**src/rtl/wdt_pkg.sv**
```systemverilog
package wdt_pkg;

  localparam int DATA_W = 32;

  localparam logic [7:0] OFS_CTRL  = 8'h00;
  localparam logic [7:0] OFS_RANGE = 8'h04;
  localparam logic [7:0] OFS_COUNT = 8'h08;
  localparam logic [7:0] OFS_KICK  = 8'h0C;
  localparam logic [7:0] OFS_STAT  = 8'h10;
  localparam logic [7:0] OFS_ACK   = 8'h14;

  localparam logic [7:0] KICK_KEY = 8'h76;

  localparam int RANGE_W = 4;
  localparam int PLEN_W  = 3;
  localparam int PULSE_W = (1 << PLEN_W) + 1;

  // counter top for a range index: 2^(base+idx)-1
  function automatic logic [63:0] range_top(input int base, input logic [RANGE_W-1:0] idx);
    logic [63:0] one;
    one = 64'd1;
    return (one << (base + int'(idx))) - 64'd1;
  endfunction

  // reset pulse cycles for a length code n: 2^(n+1)
  function automatic logic [PULSE_W-1:0] pulse_cycles(input logic [PLEN_W-1:0] n);
    logic [PULSE_W-1:0] one;
    one = {{(PULSE_W-1){1'b0}}, 1'b1};
    return one << (int'(n) + 1);
  endfunction

endpackage

```
**src/rtl/wdt_regs.sv**
```systemverilog
module wdt_regs
  import wdt_pkg::*;
#(
  parameter int ADDR_W = 8,
  parameter int CNT_W  = 31
)(
  input  logic                clk,
  input  logic                rst_n,
  input  logic [ADDR_W-1:0]   addr,
  input  logic                wr,
  input  logic                rd,
  input  logic [DATA_W-1:0]   wdata,
  input  logic [CNT_W-1:0]    cnt,
  input  logic                irq,
  output logic                en,
  output logic                mode,
  output logic [PLEN_W-1:0]   plen,
  output logic [RANGE_W-1:0]  range_idx,
  output logic                en_rise,
  output logic                kick_hit,
  output logic                ack_rd,
  output logic [DATA_W-1:0]   rdata
);

  logic [7:0] ofs;
  logic sel_ctrl, sel_range, sel_kick;

  assign ofs       = 8'(addr);
  assign sel_ctrl  = wr && (ofs == OFS_CTRL);
  assign sel_range = wr && (ofs == OFS_RANGE);
  assign sel_kick  = wr && (ofs == OFS_KICK);

  assign en_rise  = sel_ctrl && wdata[0] && !en;
  assign kick_hit = sel_kick && en && (wdata[7:0] == KICK_KEY);
  assign ack_rd   = rd && (ofs == OFS_ACK);

  always_ff @(posedge clk or negedge rst_n) begin
    if (!rst_n) begin
      en        <= 1'b0;
      mode      <= 1'b0;
      plen      <= '0;
      range_idx <= '0;
    end else begin
      if (sel_ctrl) begin
        en   <= en | wdata[0];
        mode <= wdata[1];
        plen <= wdata[2 +: PLEN_W];
      end
      if (sel_range) range_idx <= wdata[RANGE_W-1:0];
    end
  end

  always_comb begin
    rdata = '0;
    case (ofs)
      OFS_CTRL:  rdata = DATA_W'({plen, mode, en});
      OFS_RANGE: rdata = DATA_W'(range_idx);
      OFS_COUNT: rdata = DATA_W'(cnt);
      OFS_STAT:  rdata = DATA_W'(irq);
      default:   rdata = '0;
    endcase
  end

endmodule

```
**src/rtl/wdt_counter.sv**
```systemverilog
module wdt_counter
  import wdt_pkg::*;
#(
  parameter int BASE_EXP = 16,
  parameter int CNT_W    = 31
)(
  input  logic               clk,
  input  logic               rst_n,
  input  logic               en,
  input  logic               load,
  input  logic [RANGE_W-1:0] range_idx,
  output logic [CNT_W-1:0]   cnt,
  output logic               expire
);

  logic [CNT_W-1:0] top;

  assign top    = CNT_W'(range_top(BASE_EXP, range_idx));
  assign expire = en && !load && (cnt == '0);

  always_ff @(posedge clk or negedge rst_n) begin
    if (!rst_n)         cnt <= '0;
    else if (load)      cnt <= top;
    else if (expire)    cnt <= top;
    else if (en)        cnt <= cnt - 1'b1;
  end

endmodule

```
**src/rtl/wdt_respond.sv**
```systemverilog
module wdt_respond
  import wdt_pkg::*;
(
  input  logic              clk,
  input  logic              rst_n,
  input  logic              mode,
  input  logic              expire,
  input  logic              ack_rd,
  input  logic [PLEN_W-1:0] plen,
  output logic              irq,
  output logic              fire,
  output logic              sys_rst
);

  logic [PULSE_W-1:0] pulse_left;

  assign fire    = expire && (!mode || irq);
  assign sys_rst = (pulse_left != '0);

  always_ff @(posedge clk or negedge rst_n) begin
    if (!rst_n)                      irq <= 1'b0;
    else if (expire && mode && !irq) irq <= 1'b1;
    else if (ack_rd)                 irq <= 1'b0;
  end

  always_ff @(posedge clk or negedge rst_n) begin
    if (!rst_n)          pulse_left <= '0;
    else if (fire)       pulse_left <= pulse_cycles(plen);
    else if (sys_rst)    pulse_left <= pulse_left - 1'b1;
  end

endmodule

```
**src/rtl/wdt_top.sv**
```systemverilog
module wdt_top
  import wdt_pkg::*;
#(
  parameter int ADDR_W   = 8,
  parameter int BASE_EXP = 16,
  localparam int CNT_W   = BASE_EXP + 15
)(
  input  logic              clk,
  input  logic              rst_n,
  input  logic [ADDR_W-1:0] bus_addr,
  input  logic              bus_wr,
  input  logic              bus_rd,
  input  logic [31:0]       bus_wdata,
  output logic [31:0]       bus_rdata,
  output logic              wdt_irq,
  output logic              sys_rst_out
);

  logic               en, mode, en_rise, kick_hit, ack_rd, expire, fire;
  logic [PLEN_W-1:0]  plen;
  logic [RANGE_W-1:0] range_idx;
  logic [CNT_W-1:0]   cnt;
  logic               load;

  assign load = en_rise | kick_hit;

  wdt_regs #(.ADDR_W(ADDR_W), .CNT_W(CNT_W)) u_regs (
    .clk(clk), .rst_n(rst_n), .addr(bus_addr), .wr(bus_wr), .rd(bus_rd),
    .wdata(bus_wdata), .cnt(cnt), .irq(wdt_irq), .en(en), .mode(mode),
    .plen(plen), .range_idx(range_idx), .en_rise(en_rise),
    .kick_hit(kick_hit), .ack_rd(ack_rd), .rdata(bus_rdata)
  );

  wdt_counter #(.BASE_EXP(BASE_EXP), .CNT_W(CNT_W)) u_cnt (
    .clk(clk), .rst_n(rst_n), .en(en), .load(load),
    .range_idx(range_idx), .cnt(cnt), .expire(expire)
  );

  wdt_respond u_resp (
    .clk(clk), .rst_n(rst_n), .mode(mode), .expire(expire), .ack_rd(ack_rd),
    .plen(plen), .irq(wdt_irq), .fire(fire), .sys_rst(sys_rst_out)
  );

endmodule

```
**config.mk**
```make
export PLATFORM = sky130hd
export DESIGN_NAME = wdt_top
export DESIGN_NICKNAME = d
export VERILOG_FILES = /design/src/rtl/wdt_pkg.sv /design/src/rtl/wdt_regs.sv /design/src/rtl/wdt_counter.sv /design/src/rtl/wdt_respond.sv /design/src/rtl/wdt_top.sv
export SDC_FILE = /design/constraint.sdc
export NUM_CORES = 1
export LEC_CHECK = 0
export ABC_CLOCK_PERIOD_IN_PS = 4500
export BUFFER_PORTS_ARGS = -buffer_cell sky130_fd_sc_hd__buf_4
export CORE_MARGIN = 2
export CORE_UTILIZATION = 40
export CTS_CLUSTER_DIAMETER = 40
export DETAILED_ROUTE_END_ITERATION = 16
export SYNTH_ARGS = -nofsm -noshare
export SYNTH_HDL_FRONTEND = slang
export SYNTH_SLANG_ARGS = --single-unit
export TNS_END_PERCENT = 1
```
**constraint.sdc**
```tcl
create_clock -name clk -period 4.5 [get_ports clk]
set_input_delay 0.225 -clock clk [delete_from_list [all_inputs] [get_ports clk]]
set_output_delay 0.225 -clock clk [all_outputs]
set_load 0.01 [all_outputs]
```
-- After elaboration in Yosys (flattened, before gate mapping)
Index checks and enable logic that the tools add are counted.
- register bits: 50
- bits of input ports: 44
- $add $sub $neg: 5
- eq/ne operators: 6
- shift-type cells: 2
- multiplexer cells: 8
- bitwise operators: 2
- reduce and logical (&&, ||, !) cells: 24
- operators with widths (kind ; number):
    case mux 31 bit (4 select lines) ; 1
    two-way mux 31 bit ; 3
    subtractor 31 x 1 -> 31 bit (second input constant) ; 2
    left shift 1 x 32 -> 31 bit (first input constant) ; 1
    left shift 1 x 32 -> 9 bit (first input constant) ; 1
    zero test 31 bit ; 1
    two-way mux 9 bit ; 2
    equality test 8 x 4 -> 1 bit (second input constant) ; 2
    equality test 8 x 5 -> 1 bit (second input constant) ; 2
    logical AND 1 bit ; 13
    nonzero test 9 bit ; 1
    subtractor 9 x 1 -> 9 bit (second input constant) ; 1
    equality test 8 x 3 -> 1 bit (second input constant) ; 1
    equality test 8 x 7 -> 1 bit (second input constant) ; 1
    zero test 8 bit ; 1
    adder 5 x 4 -> 6 bit (first input constant) ; 1
    adder 3 x 1 -> 4 bit (second input constant) ; 1
    zero test 1 bit ; 4
    nonzero test 2 bit ; 2
    nonzero test 3 bit ; 1
    two-way mux 1 bit ; 2
    OR 1 bit ; 2
    logical OR 1 bit ; 1

-- Logic depth before layout (Yosys ltp)
Gate-level depths: netlist of the first run.
- depth in word-level cells: 11
- gate-level depth with buffers: 10
- mapped depth without buffers: 9

-- Cells and area by module
Synthesis of the first run repeated with hierarchy kept, for this count alone.
- cell total of the unflattened synthesis: 377
- area, all modules: 3464.6 um2
- modules (own cells, without submodules) (module ; instances ; cells an instance ; area each (um2)):
    wdt_counter ; 1 ; 233 ; 2084.5
    wdt_regs ; 1 ; 76 ; 778.2
    wdt_respond ; 1 ; 67 ; 595.6
    wdt_top ; 1 ; 1 ; 6.3

-- Least setup slack after synthesis of the first run
No wires, ideal clock.
- kind: reg2reg
- start point: register u_cnt.cnt[16]
- end point: register u_resp.pulse_left[1]
- arrival: 2701 ps
- data required time: 4375 ps
- path slack: 1674 ps
- stages on the path, launching flop included: 10
- buffers on the path: 4
- cell sequence: dfrtp_1 > buf_6 > or4_4 > buf_6 > or4_4 > buf_6 > or4_4 > nor2b_2 > buf_6 > mux2_4
- word-level cells in the longest chain between the ends: 4
- elaborated cells between the ends (all ways): 5
- ends and longest elaborated chain (element ; line ; RTL):
    start: declaration ; wdt_counter.sv:12 ; output logic [CNT_W-1:0] cnt,
    start signal: assignment ; wdt_counter.sv:23 ; else if (load) cnt <= top;
    start signal: assignment ; wdt_counter.sv:24 ; else if (expire) cnt <= top;
    start signal: assignment ; wdt_counter.sv:25 ; else if (en) cnt <= cnt - 1'b1;
    zero test 31 bit (*) ; wdt_counter.sv:19 ; assign expire = en && !load && (cnt == '0);
    logical AND 1 bit (*) ; wdt_counter.sv:19 ;
    logical AND 1 bit (*) ; wdt_respond.sv:17 ; assign fire = expire && (!mode || irq);
    two-way mux 9 bit or nonzero test 2 bit (tied branches) ; - ;
    end signal: assignment ; wdt_respond.sv:28 ; else if (fire) pulse_left <= pulse_cycles(plen);
    end signal: assignment ; wdt_respond.sv:29 ; else if (sys_rst) pulse_left <= pulse_left - 1'b1;
    end: declaration ; wdt_respond.sv:15 ; logic [PULSE_W-1:0] pulse_left;
Every way passes the cells marked *; elsewhere a longest branch is shown, timed or not.
A chain may end at the register's enable or synchronous reset.

-- Final worst setup path of the first run
Ends and elaborated chain as after synthesis.

==> results of run 1 <==
==> worst max-delay path, delay by kind of cell (launching register included) <==
family,cells,cell delay (ns)
AND/OR/NAND/NOR,4,2.16
multiplexers,1,0.35
flip-flops,1,0.48
==> sequential cells by signal, indices dropped and copies added (netlist names) <==
signal,flops
u_regs.mode,1
u_resp.pulse_left,9
u_regs.en,1
u_cnt.cnt,31
u_regs.range_idx,4
u_regs.plen,3
u_resp.irq,1
==> synth_stat cells, drive strengths merged (4+ instances only) <==
library cell  instances  share of area (%)
dfrtp                50                 36
nor4                 15                2.7
nor2                 36                3.8
o21ai                22                3.1
o31ai                 4               0.85
or4                   6                1.6
mux2i                18                5.1
nand3b                7                1.5
clkbuf               21                2.2
buf                   8                1.8
xnor2                12                3.0
and2                 27                4.8
nor2b                 4               0.78
nand3                15                2.1
inv                   9               0.96
nor4b                 5                1.2
nor3                 18                2.6
xor2                 13                3.2
a21oi                17                2.4
nand2                42                4.5
or3                   4               0.71
mux2                 10                3.3
==> report_power, final <==
group	total, uW	leakage [uW]	internal (uW)	switching (uW)
sequential	561	0.000575	490	70.3
clock	331	0.0000585	167	164
combinational	183	0.00103	83.5	99.3
==> metal layers <==
| metal | part of all wire, % | GRT usage, % |
|---|---|---|
| met3 | 4.8 | 2.65 |
| met2 | 44 | 30.5 |
| met4 | 1.3 | 5.02 |
| met5 | 0 | 0 |
| met1 | 50 | 28.9 |
==> worst paths after layout <==
| path | start | end | slack (ns) | depth (start not counted) |
|---|---|---|---|---|
| max reg2reg | u_cnt.cnt[16] | u_resp.pulse_left[1] | 1.41 | 5 |
| min reg2reg | u_cnt.cnt[0] | u_cnt.cnt[0] | 0.51 | 1 |
| min | bus_wdata[4] | u_regs.plen[2] | 0.17 | 2 |
| min in group asynchronous | rst_n | u_resp.pulse_left[5] | 0.48 | 2 |
| max | u_cnt.cnt[16] | u_resp.pulse_left[1] | 1.41 | 5 |
| max in group asynchronous | rst_n | u_cnt.cnt[26] | 3.56 | 2 |
==> layout by cell type (no fill, tap or decap), types with 4 or more instances in the layout <==
master,instances
nor4_1,15
o21ai_0,20
nand3_1,15
buf_4,55
and2_1,27
o31ai_1,4
xnor2_1,12
nor2_1,36
clkbuf_8,5
nand3b_1,7
inv_1,9
dfrtp_1,50
nor4b_1,5
nor3_1,18
nand2_1,42
xor2_1,13
or3_1,4
mux2_2,9
mux2i_1,18
a21oi_1,17
==> cell type report <==
| type | count | area [um2] |
|---|---|---|
| tap | 108 | 135 |
| clock inverter | 3 | 43.8 |
| inverter | 9 | 33.8 |
| timing repair buffer | 56 | 423 |
| sequential | 50 | 1250 |
| fill | 871 | 4580 |
| clock buffer | 5 | 68.8 |
| multi-input combinational | 326 | 2100 |
==> kinds of logic (layout without fill, tap and decap cells) <==
kind of cell    count (synthesis)  count (layout)  synth area share (%)
mux                            28              28                  8.42
flops                          50              50                  35.5
fa+ha+maj                       3               3                  1.07
xor+xnor                       25              25                  6.21
simple gates                  197             197                  30.1
buf+inv                        38              73                  5.01
compound gates                 72              72                  13.6
other cells                     1               1                 0.106
==> what timing repair did <==
action                                  in CTS  in global routing
endpoints found under the setup margin       0                  0
endpoints found under the hold margin       50                  0
hold buffers                                 1                  0
gates resized for setup                      0                  0
==> stage by stage <==
step                      hold slack (ns)  power (uW)  util (%)  cell area, um2
after floorplan                   -0.0706         683         -            3520
after global placement              0.302         744      45.5            3930
after detailed placement            0.302         749      45.5            3930
after CTS                           0.158        1080      46.9            4050
after global routing                0.165        1130      46.9            4050
final                               0.166        1070      46.9            4050
==> impl_metrics.ini, run 1 <==
[outcome]
run_status = completed

[finish]
final_cell_count_no_fill = 557
antenna_cells = 0
drive_above_1_share_pct = 18.3
syn2layout_area_growth_pct = 15.0
nets = 495

[placement]
gp_congestion = 0.844
placed_cells = 548
hpwl_um = 6450
port_buffers = 52
place_ws_ns = 1.41

[setup_path]
worstPathArrival_ns = 3.29
critPathCaptureType = flip-flop
crit_top_cell = or4_4
worstPathCellList = or4_4 -> or4_4 -> or4_4 -> nor2b_2 -> mux2_4
slowest_delay_ns = 0.57
crit_fanout = 9
worstSetupPathType = reg -> reg
slowest_stage = or4_4
critPathRequiredTime_ns = 4.70
worstSetupStartpointType = flip-flop

[global_route]
globalRouteOverflowTotal = 0
grt_start_max_net_pins = 51
grt_pass1_vias = 3041
antenna_found_initial = 0
grt_pass1_wl_um = 15600
gr-usage-all-layers_pct = 19.6

[yosys]
synth_area_um2 = 3520
ys_seq_elements = 50
synth_nets = 461
ys_seq_area_share_pct = 35.5
ys.flop_type = dfrtp_1
synth_warnings = 0
avgSynthCellArea_um2 = 8.51
synth.distinct_cells = 56
ys_async_sr_fraction_pct = 100
synth-edff-count = 0
postSynthCellCount = 414

[cts]
path_clk_slew_ns = 0.10
htree_levels = 2
post_cts_buffers = 0
tritoncts = built
clock_sinks = 50
numCtsBuffers = 5
cts_root_buf = clkbuf_8
clk_latency_ns = 0.31
clockBufferDepth = 2

[timing]
hold_viol_final = 0
skew_ns = 0.00756
fin_crit_sh_pct = 68.8
drv_slew = 0
slew_headroom_pct = 50.0
setup-violations-final = 0
layout_min_cycle_time_ns = 3.09
tightest_slew_ns = 0.750
fin_tns_setup_ns = 0
fmax_mhz = 323
setup_slack_ns = 1.41
rsz0062_at_grt = no

[detailed_routing]
vias = 3175
final_antenna_net_count = 0
routedWlPerCell_um = 16.5
via_per_inst = 5.70
firstDrtPassIters = 5
wl_um = 9220
drt_iter0_markers = 161
drcViolationCount = 0

[power_and_ir_drop]
ir_drop_mv = 0.151
powerDensity_nw_per_um2 = 265
leakage_uw = 0.00167

[worst_hold_path]
hold_path.class = in -> reg

[floorplan]
die_w_um = 97.9
rows = 34
die_area_um2 = 9580
chipHeight_um = 97.9
io_pins = 78
initial_core_util_pct = 40.8
core_area_um2 = 8640

[run]
max-cap-violations = 0
Power figures use the tool's default switching activity.
==> inputs of run 2 (changes only) <==
ABC_AREA = 1   (was not set)
ABC_CLOCK_PERIOD_IN_PS = 2900   (was 4500)
clock period = 2.9 ns   (was 4.5 ns; I/O delays follow)
==> run 2 against run 1 <==
Compared with the run above: non-clock buffer count down 2; largest cell class unchanged; register-to-register slack got worse by 0.59 ns; die area grew 12%.
==> impl_metrics.ini, run 2 <==
[yosys]
synth_area_um2 = 3980
synth.most_common_cell = nand2_1
synth_warnings = 0
postSynthCellCount = 606
synth.top_cell.area_share_pct = 31.4
yosysTopAreaCell = dfrtp_1
ys_async_sr_fraction_pct = 100
ys_seq_elements = 50
synth-edff-count = 0
synth_nets = 653
synth.distinct_cells = 41
synth_area_leaders = dfrtp_1, nand2_1, nor2_1
ys_seq_area_share_pct = 31.4
ys.flop_type = dfrtp_1
netlist_top_cells_count = nand2_1, nor2_1, inv_1
avgSynthCellArea_um2 = 6.57

[setup_path]
worstPathArrival_ns = 2.28
slowest_stage = dfrtp_1
critPathCaptureType = flip-flop
crit_top_cell = nand2_1
crit_fanout = 11
cp_top_family = simple AND/OR/NAND/NOR gates
worstSetupPathType = reg -> reg
critPathRequiredTime_ns = 3.10
worstPathCellList = nor2_1 -> nand2_1 -> ha_1 -> nand3_1 -> nand2_1 -> xor2_1 -> inv_1 -> a22oi_1 -> o21ai_0
crit_buf_inv = 1
slowest_delay_ns = 0.50
worstSetupStartpointType = flip-flop

[cts]
cts_root_buf = clkbuf_8
clock_sinks = 50
clockBufferDepth = 2
tritoncts = built
htree_levels = 2
post_cts_buffers = 0
numCtsBuffers = 5
path_clk_slew_ns = 0.11
post_cts_resized = 0
clk_latency_ns = 0.32

[power_and_ir_drop]
switching_share_pct = 37.0
seqPwrFrac_pct = 48.8
clkPwrFrac_pct = 26.9
leakage_uw = 0.00235
powerDensity_nw_per_um2 = 424
intPower_uw = 1230
power_frac_comb_pct = 24.3
ir_drop_mv = 0.198
p_switching_uw = 721

[finish]
reg_top3 = u_cnt.cnt: 31 flops, u_resp.pulse_left: 9 flops, u_regs.range_idx: 4 flops
largest_register_ffs = 31
antenna_cells = 0
syn2layout_area_growth_pct = 15.4
final_area_um2 = 4590
nets = 702
mostFrequentLayoutCell = nand2_1
final_cell_count_no_fill = 789
drive_above_1_share_pct = 16.5
regMostFlops = u_cnt.cnt
mostFrequentLayoutCells = nand2_1, nor2_1, inv_1, buf_4, dfrtp_1

[floorplan]
io_pins = 78
chipHeight_um = 104
core_area_um2 = 9730
die_area_um2 = 10800
die_w_um = 104
initial_core_util_pct = 40.9
rows = 36

[detailed_routing]
wl_um = 11400
routedWlPerCell_um = 14.4
drcViolationCount = 0
via_per_inst = 5.07
firstDrtPassIters = 5
vias = 4002
final_antenna_net_count = 0
drt_iter0_markers = 229

[timing]
layout_min_cycle_time_ns = 2.08
fin_crit_sh_pct = 71.7
drv_slew = 0
setup-violations-final = 0
tightest_slew_ns = 0.677
skew_ns = 0.00978
hold_viol_final = 0
rsz0062_at_grt = no
hold_slack_ns = 0.129
setup_slack_ns = 0.820
fin_tns_setup_ns = 0
slew_headroom_pct = 54.9
fmax_mhz = 481

[global_route]
globalRouteOverflowTotal = 0
gr-usage-all-layers_pct = 21.6
grt_start_max_net_pins = 51
antenna_found_initial = 0
grt_pass1_wl_um = 19100
grt_pass1_vias = 3883

[outcome]
run_status = completed

[placement]
gp_congestion = 0.910
place_ws_ns = 0.869
hpwl_um = 8660
placed_area_um2 = 4470
placed_cells = 780
port_buffers = 52

[worst_hold_path]
hold_path.class = in -> reg

[run]
max-cap-violations = 0
[run 2: cell count changes in the layout (fill, tap and decap cells not counted), moves of 9 or more]
| cell | change |
|---|---|
| a21oi_1 | -10 |
| and2_1 | -27 |
| inv_1 | +72 |
| mux2_2 | -9 |
| mux2i_1 | -17 |
| nand2_1 | +111 |
| nand2_2 | +9 |
| nand3_1 | +30 |
| nand4_1 | +13 |
| nor2_1 | +73 |
| nor2_2 | +11 |
| nor3_1 | -11 |
| nor4_1 | -14 |
[run 2: logic make-up (layout without fill, tap and decap cells)]
logic type	Yosys count	count (layout)	share of synthesized area, %
xor+xnor	19	19	4.18
fa+ha+maj	3	3	0.943
other cells	1	1	0.0942
flops	50	50	31.4
buf+inv	97	147	9.93
simple gates	377	377	44.5
mux	1	1	0.252
compound gates	58	58	8.65
[run 2: layout make-up]
cell class / instances / area [um2]
Fill cell: 1080 / 5140
Tap cell: 133 / 166
Sequential cell: 50 / 1250
Timing Repair Buffer: 54 / 408
Clock inverter: 3 / 45.0
Multi-Input combinational cell: 459 / 2330
Clock buffer: 5 / 68.8
Inverter: 85 / 319
[run 2: tightest hold or removal path, cell delays in order]
cell	delay [ns]
buf_4	0.11
inv_1	0.07
o21ai_0	0.08
[run 2: final timing paths]
| kind | slack (ns) | cells past startpoint | endpoint | from |
|---|---|---|---|---|
| setup / recovery | 0.82 | 9 | u_cnt.cnt[30] | u_regs.range_idx[2] |
| hold / removal | 0.13 | 3 | u_regs.plen[2] | bus_wdata[4] |
| setup reg to reg | 0.82 | 9 | u_cnt.cnt[30] | u_regs.range_idx[2] |
| hold reg to reg | 0.50 | 2 | u_regs.mode | u_regs.mode |
| max in group asynchronous | 2.04 | 2 | u_cnt.cnt[13] | rst_n |
| min in group asynchronous | 0.41 | 2 | u_regs.range_idx[2] | rst_n |
[run 2: power groups by stage]
stage / clock, uW / combinational, uW / sequential (uW)
6_report: 525 / 474 / 951
5_1_grt: 558 / 538 / 972
4_1_cts: 534 / 472 / 949
3_5_place_dp: 0 / 468 / 962
3_3_place_gp: 0 / 461 / 957
2_1_floorplan: 0 / 356 / 919
[run 2: per-stage QoR]
stage / utilization [%] / total power (uW)
2_1_floorplan: - / 1270
3_3_place_gp: 45.9 / 1420
3_5_place_dp: 45.9 / 1430
4_1_cts: 47.2 / 1950
5_1_grt: 47.2 / 2070
6_report: 47.2 / 1950
[run 2: routing by layer]
layer | vias up | global-route usage [%] | wire length, um
met2 | 82 | 37.5 | 5550
met5 | - | 0 | 0
li1 | 2023 | - | -
met4 | 0 | 4.05 | 138
met3 | 11 | 2.20 | 365
met1 | 1886 | 29.5 | 5330
[run 2: timing repair]
item | 4_1_cts | 5_1_grt
hold buffers | 1 | 0
hold endpoints to repair | 50 | 0
endpoints found under the setup margin | 0 | 0
